==> config.mk <==
export PLATFORM = sky130hd
export DESIGN_NAME = sflag_unit
export DESIGN_NICKNAME = d
export VERILOG_FILES = /design/src/rtl/sflag_pkg.sv /design/src/rtl/sflag_ctrl.sv /design/src/rtl/sflag_cell.sv /design/src/rtl/sflag_unit.sv
export SDC_FILE = /design/constraint.sdc
export NUM_CORES = 1
export LEC_CHECK = 0
export ABC_AREA = 1
export CORE_AREA = 2 2 39 41
export DETAILED_ROUTE_END_ITERATION = 12
export DIE_AREA = 0 0 41 43
export GPL_TIMING_DRIVEN = 0
export PLACE_DENSITY_LB_ADDON = 0.08
export SYNTH_ARGS = -nofsm -noshare
export SYNTH_HDL_FRONTEND = slang
export SYNTH_HIERARCHICAL = 1
export SYNTH_SLANG_ARGS = --single-unit
==> constraint.sdc <==
create_clock -name clk -period 0.8 [get_ports clk]
set_input_delay 0.12 -clock clk [delete_from_list [all_inputs] [get_ports clk]]
set_output_delay 0.12 -clock clk [all_outputs]
set_load 0.05 [all_outputs]
==> src/rtl/sflag_pkg.sv <==
package sflag_pkg;

    // Register-access strobes after break qualification
    typedef struct packed {
        logic rd;
        logic acc;
    } sflag_acc_t;

    // Per-flag state
    typedef struct packed {
        logic flag;
        logic armed;
    } sflag_state_t;

    localparam sflag_state_t SFLAG_IDLE = '{flag: 1'b0, armed: 1'b0};

    // Accesses are blocked when halted and clearing is not permitted
    function automatic logic sflag_frozen(input logic brk, input logic bce);
        return brk & ~bce;
    endfunction

    // Next state of one flag
    function automatic sflag_state_t sflag_next(input sflag_state_t cur,
                                                input logic evt,
                                                input sflag_acc_t a);
        sflag_state_t nx;
        nx = cur;
        if (evt) begin
            nx.flag  = 1'b1;
            nx.armed = 1'b0;
        end else if (a.acc && cur.armed) begin
            nx.flag  = 1'b0;
            nx.armed = 1'b0;
        end else if (a.rd && cur.flag) begin
            nx.armed = 1'b1;
        end
        return nx;
    endfunction

endpackage

==> src/rtl/sflag_ctrl.sv <==
module sflag_ctrl
    import sflag_pkg::*;
(
    input  logic       clk,
    input  logic       rst,
    input  logic       stat_rd,
    input  logic       data_acc,
    input  logic       brk_active,
    input  logic       bce_wr,
    input  logic       bce_din,
    output logic       bce_q,
    output logic       frozen,
    output sflag_acc_t qual
);

    always_ff @(posedge clk) begin
        if (rst)
            bce_q <= 1'b0;
        else if (bce_wr)
            bce_q <= bce_din;
    end

    always_comb begin
        frozen   = sflag_frozen(brk_active, bce_q);
        qual.rd  = stat_rd  & ~frozen;
        qual.acc = data_acc & ~frozen;
    end

    p_bce_load_r9: assert property (@(posedge clk) disable iff (rst)
        bce_wr |=> (bce_q == $past(bce_din)));

    p_bce_hold_r9: assert property (@(posedge clk) disable iff (rst)
        !bce_wr |=> $stable(bce_q));

endmodule

==> src/rtl/sflag_cell.sv <==
module sflag_cell
    import sflag_pkg::*;
(
    input  logic       clk,
    input  logic       rst,
    input  logic       evt,
    input  logic       frozen,
    input  sflag_acc_t qual,
    output logic       flag
);

    sflag_state_t st;

    always_ff @(posedge clk) begin
        if (rst)
            st <= SFLAG_IDLE;
        else
            st <= sflag_next(st, evt, qual);
    end

    assign flag = st.flag;

    p_evt_sets_r2: assert property (@(posedge clk) disable iff (rst)
        evt |=> (st.flag && !st.armed));

    p_frozen_hold_r5: assert property (@(posedge clk) disable iff (rst)
        (frozen && !evt) |=> ($stable(st.flag) && $stable(st.armed)));

    p_clear_needs_arm_r3: assert property (@(posedge clk) disable iff (rst)
        $fell(st.flag) |-> ($past(st.armed) && $past(qual.acc)));

    p_arm_needs_read_r3: assert property (@(posedge clk) disable iff (rst)
        $rose(st.armed) |-> ($past(qual.rd) && $past(st.flag)));

endmodule

==> src/rtl/sflag_unit.sv <==
module sflag_unit
    import sflag_pkg::*;
#(
    parameter int NF = 4
) (
    input  logic          clk,
    input  logic          rst,
    input  logic [NF-1:0] evt_set,
    input  logic          stat_rd,
    input  logic          data_acc,
    input  logic          brk_active,
    input  logic          bce_wr,
    input  logic          bce_din,
    output logic          bce_q,
    output logic [NF-1:0] flags
);

    logic       frozen;
    sflag_acc_t qual;

    sflag_ctrl u_ctrl (
        .clk        (clk),
        .rst        (rst),
        .stat_rd    (stat_rd),
        .data_acc   (data_acc),
        .brk_active (brk_active),
        .bce_wr     (bce_wr),
        .bce_din    (bce_din),
        .bce_q      (bce_q),
        .frozen     (frozen),
        .qual       (qual)
    );

    for (genvar i = 0; i < NF; i++) begin : g_cell
        sflag_cell u_cell (
            .clk    (clk),
            .rst    (rst),
            .evt    (evt_set[i]),
            .frozen (frozen),
            .qual   (qual),
            .flag   (flags[i])
        );
    end

endmodule

### Word-level counts from Yosys, hierarchy flattened

Cells that the tools add are included.

| word-level totals | value |
|---|---|
| flip-flop bits (word level) | 9 |
| word-level logic and storage cells | 46 |

| cells by class | value |
|---|---|
| reduce and logical (&&, ||, !) cells | 16 |
| mux-type cells | 16 |
| bitwise logic cells | 5 |

Operators by type and width:

| kind | count |
|---|---|
| $mux 1 | 12 |
| $reduce_or 3->1 | 4 |
| $logic_and 1x1->1 | 8 |
| $mux 2 | 4 |
| $reduce_bool 2->1 | 4 |
| $and 1x1->1 | 3 |
| $not 1->1 | 2 |

### Longest topological paths before layout

| logic depth | value |
|---|---|
| depth after elaboration | 8 |
| gate-level depth with buffers | 6 |

### By module

The synthesis kept the hierarchy.

By module, submodules not included:

| module | times used | seq. area each (um^2) | area an instance (um^2) | cells each |
|---|---|---|---|---|
| sflag_cell | 4 | 40.0 | 72.6 | 10 |
| sflag_ctrl | 1 | 20.0 | 67.6 | 13 |

### Worst setup path after synthesis

Ideal clock, no wire load.

| timing | value |
|---|---|
| path type | register to register |
| start | register u_ctrl.bce_q |
| end | register g_cell[0].u_cell.st, in the netlist g_cell[0].u_cell/flag |
| cell stages (with the launch flop) | 6 |
| data arrival time | 1.108 ns |
| setup time | 0.118 ns |
| required time | 0.682 ns |
| clock period less this slack | 1.226 ns |
| path slack | -0.426 ns |
| cell sequence | dfxtp_1 > nor2_2 > nor2_1 > nand2_1 > nand2_1 > a21oi_1 |

RTL lines:

| item | RTL line | source |
|---|---|---|
| from (decl) | sflag_ctrl.sv:11 | `output logic bce_q,` |
| from (signal assigned) | sflag_ctrl.sv:20 | `bce_q <= bce_din;` |
| to (signal assigned) | sflag_cell.sv:18 | `st <= sflag_next(st, evt, qual);` |
| to (decl) | sflag_cell.sv:12 | `sflag_state_t st;` |

### Worst setup path in the final report

| timing | value |
|---|---|
| start | register u_ctrl.bce_q |
| end | output bce_q |

RTL lines:

| item | RTL line | source |
|---|---|---|
| to (decl) | sflag_unit.sv:14 | `output logic bce_q,` |

No word-level cell between the ends.

==> impl_metrics.yaml <==
run_status:
  outcome: "complete, but fails checks"
  violations: "negative setup slack"
critical_path:
  cp_slowest_cell: "dfxtp_4"
  cp.arrival_ps: 770
  path_max_fanout: 3
  worst_r2r_startpoint: "u_ctrl/bce_q"
  regToRegEndpoint: "g_cell[2].u_cell/flag"
  regToRegSetupSlack_ps: -90
  end_kind: "primary output"
  critical_path_required_ps: 680
  worst_path_dominant_cell_family: "flip-flops"
  path_cells: "buf_8"
  worstSetupPathType: "flip-flop to primary output"
  reg2reg_depth: 5
  crit_buf_inv: 1
  start_kind: "flip-flop"
  cpPeakStageDelay_ps: 370
cells_and_area:
  final_nets: 88
  final_util: 0.467
  syn2layout_area_growth_pct: 80.8
  fill_cells: 145
  mostFrequentLayoutCells: "11 x nand2_1, 10 x nor2_1, 9 x inv_1, 9 x clkdlybuf4s50_1, 6 x a21oi_1"
  final_common_cell: "nand2_1"
  n_antenna_cell: 0
  drive_gt1_frac: 0.329
sta:
  setup_tns_ps: -839
  maxSlewViolCount: 0
  slew_headroom: 0.774
  hold_viol_final: 0
  period_share: 1.12
  whs_ps: 346
  fin_crit_ps: 895
  final.setup_skew_ps: 4.73
  rsz0062_at_grt: "yes"
  max_freq_mhz: 1120
  worstMarginPinSlew_ps: 339
  worst_slack_ps: -94.5
  setup_viol: 13
global_route:
  grt_pass1_vias: 361
  grt_overflow: 0
  grt_pass1_wl_mm: 1.26
  track_usage: 0.112
  gr-usage-met1: 0.114
  grt.busiest_layer: "met2"
  met3_usage: 0.0471
  grt_max_degree: 10
  met2_usage: 0.163
  antenna_found_initial: 0
synth:
  synth_seq_cells: 9
  synth_area_leaders: "dfxtp_1 50%, nand2_1 15%, nor2_1 13%, a21oi_1 11%, inv_1 9.4%"
  syn_area_sq_um: 358
  synth_nets: 64
  syn_avg_cell_area_sq_um: 6.75
  yosysTopAreaCellShare: 0.503
  yosysWarningCount: 6
  synthCells: 53
  synth_top_cell_by_area: "dfxtp_1"
  ys_types: 6
  ys_seq_area_frac: 0.503
min_path:
  holdPathStages: 2
  hold_path.class: "input pin to flip-flop"
  hp-start: "rst"
  worstHoldEndpoint: "g_cell[2].u_cell/flag"
floorplan:
  boundaryPins: 16
  die_h_microns: 43
  fp-row-count: 14
  die_w_microns: 41
  design.core.area_sq_mm: 0.00138
  die_area_sq_mm: 0.00176
  start_util: 0.259
cts:
  cts_tree: "yes"
  cts_buffers: 3
  clk_pin_slew_ps: 60
  root_buffer: "clkbuf_4"
  cts_hold_buf: 0
  clock_latency_ps: 260
  clk_path_buf_depth: 2
  cts_num_sinks: 9
  cts_htree_levels: 1
power:
  internal-power_w: 0.000801
  cellLeakagePower_nw: 0.300
  pwr-share-seq: 0.443
  switching_power_w: 0.000312
  pwr-share-clk: 0.314
  combinationalPowerShare: 0.243
  p_sw_frac: 0.280
  vdd_drop_max_v: 0.00104
  powerDensity_mw_per_mm2: 1720
drt:
  drc: 0
  drt-pass1-iter-count: 3
  routedWlPerCell_microns: 8.47
  vias: 380
  drt_iter0_drc: 6
  ant_nets: 0
  wl_microns: 779
  viasPerCell: 4.13
run:
  cap_violations: 0
place:
  dp_hpwl_microns: 567
  place_congestion: 0.613
  port_buffers: 15
  dp_slack_ps: -459
-- cell type report --
type	instances	area, sq um	share of cell area
clock buffer	4	26.3	0.0406
sequential	9	189	0.292
tap	16	20.0	0.0309
timing repair buffer	19	204	0.315
inverter	9	33.8	0.0522
multi-input combinational	35	174	0.269
-- power groups by stage --
stage	Combinational (W)	Sequential (W)	Clock, W
2_1_floorplan	0.0000603	0.000561	0
3_3_place_gp	0.000223	0.000501	0
3_5_place_dp	0.000223	0.000500	0
4_1_cts	0.000266	0.000493	0.000367
5_1_grt	0.000291	0.000496	0.000393
6_report	0.000270	0.000493	0.000350
-- through the flow --
step                total power, W  instances  instance area, sq um
floorplan                 0.000622         53                   379
finish                     0.00111         92                   647
CTS                        0.00113         92                   634
global route               0.00118         92                   647
global placement          0.000724         84                   549
detailed placement        0.000723         84                   549
-- worst max path at each step --
| stage | start | endpoint | slack (ps) | cells after the start |
|---|---|---|---|---|
| after floorplan | u_ctrl/bce_q | g_cell[0].u_cell/flag | -90 | 5 |
| after global placement | u_ctrl/bce_q | bce_q | -460 | 1 |
| after detailed placement | u_ctrl/bce_q | bce_q | -460 | 1 |
| after CTS | u_ctrl/bce_q | bce_q | -110 | 1 |
| after global routing | u_ctrl/bce_q | g_cell[2].u_cell/flag | -140 | 5 |
| final | u_ctrl/bce_q | bce_q | -90 | 1 |
-- routing by layer --
layer,up-vias,share of wire,wire (microns)
met3,2,0.059,46
met1,162,0.44,344
met4,0,0.017,13
li1,208,-,-
met2,8,0.48,374
met5,-,0,0
-- cell families (layout without fill, tap and decap cells) --
| kind of cell | Yosys count | count (layout) | share of synthesized area |
|---|---|---|---|
| flip-flops | 9 | 9 | 0.503 |
| AO/OA/AOI/OAI | 8 | 8 | 0.112 |
| AND/OR/NAND/NOR | 27 | 27 | 0.290 |
| buffers and inverters | 9 | 32 | 0.0944 |
-- cells in the mapped netlist (all sizes together) --
cell,n
a21oi,8
nor2,13
dfxtp,9
inv,9
nand2,14
-- registers in the layout, indices dropped and copies added (netlist names) --
register,count
g_cell.u_cell/flag,4
u_ctrl/bce_q,1
g_cell.u_cell/st,4
-- timing repair --
item,in CTS,in global routing
gates resized for setup,43,4
endpoints found under the setup margin,14,13
hold endpoints to repair,0,0
setup buffers,4,0
pin swaps,3,2
Power figures use the tool's default switching activity.
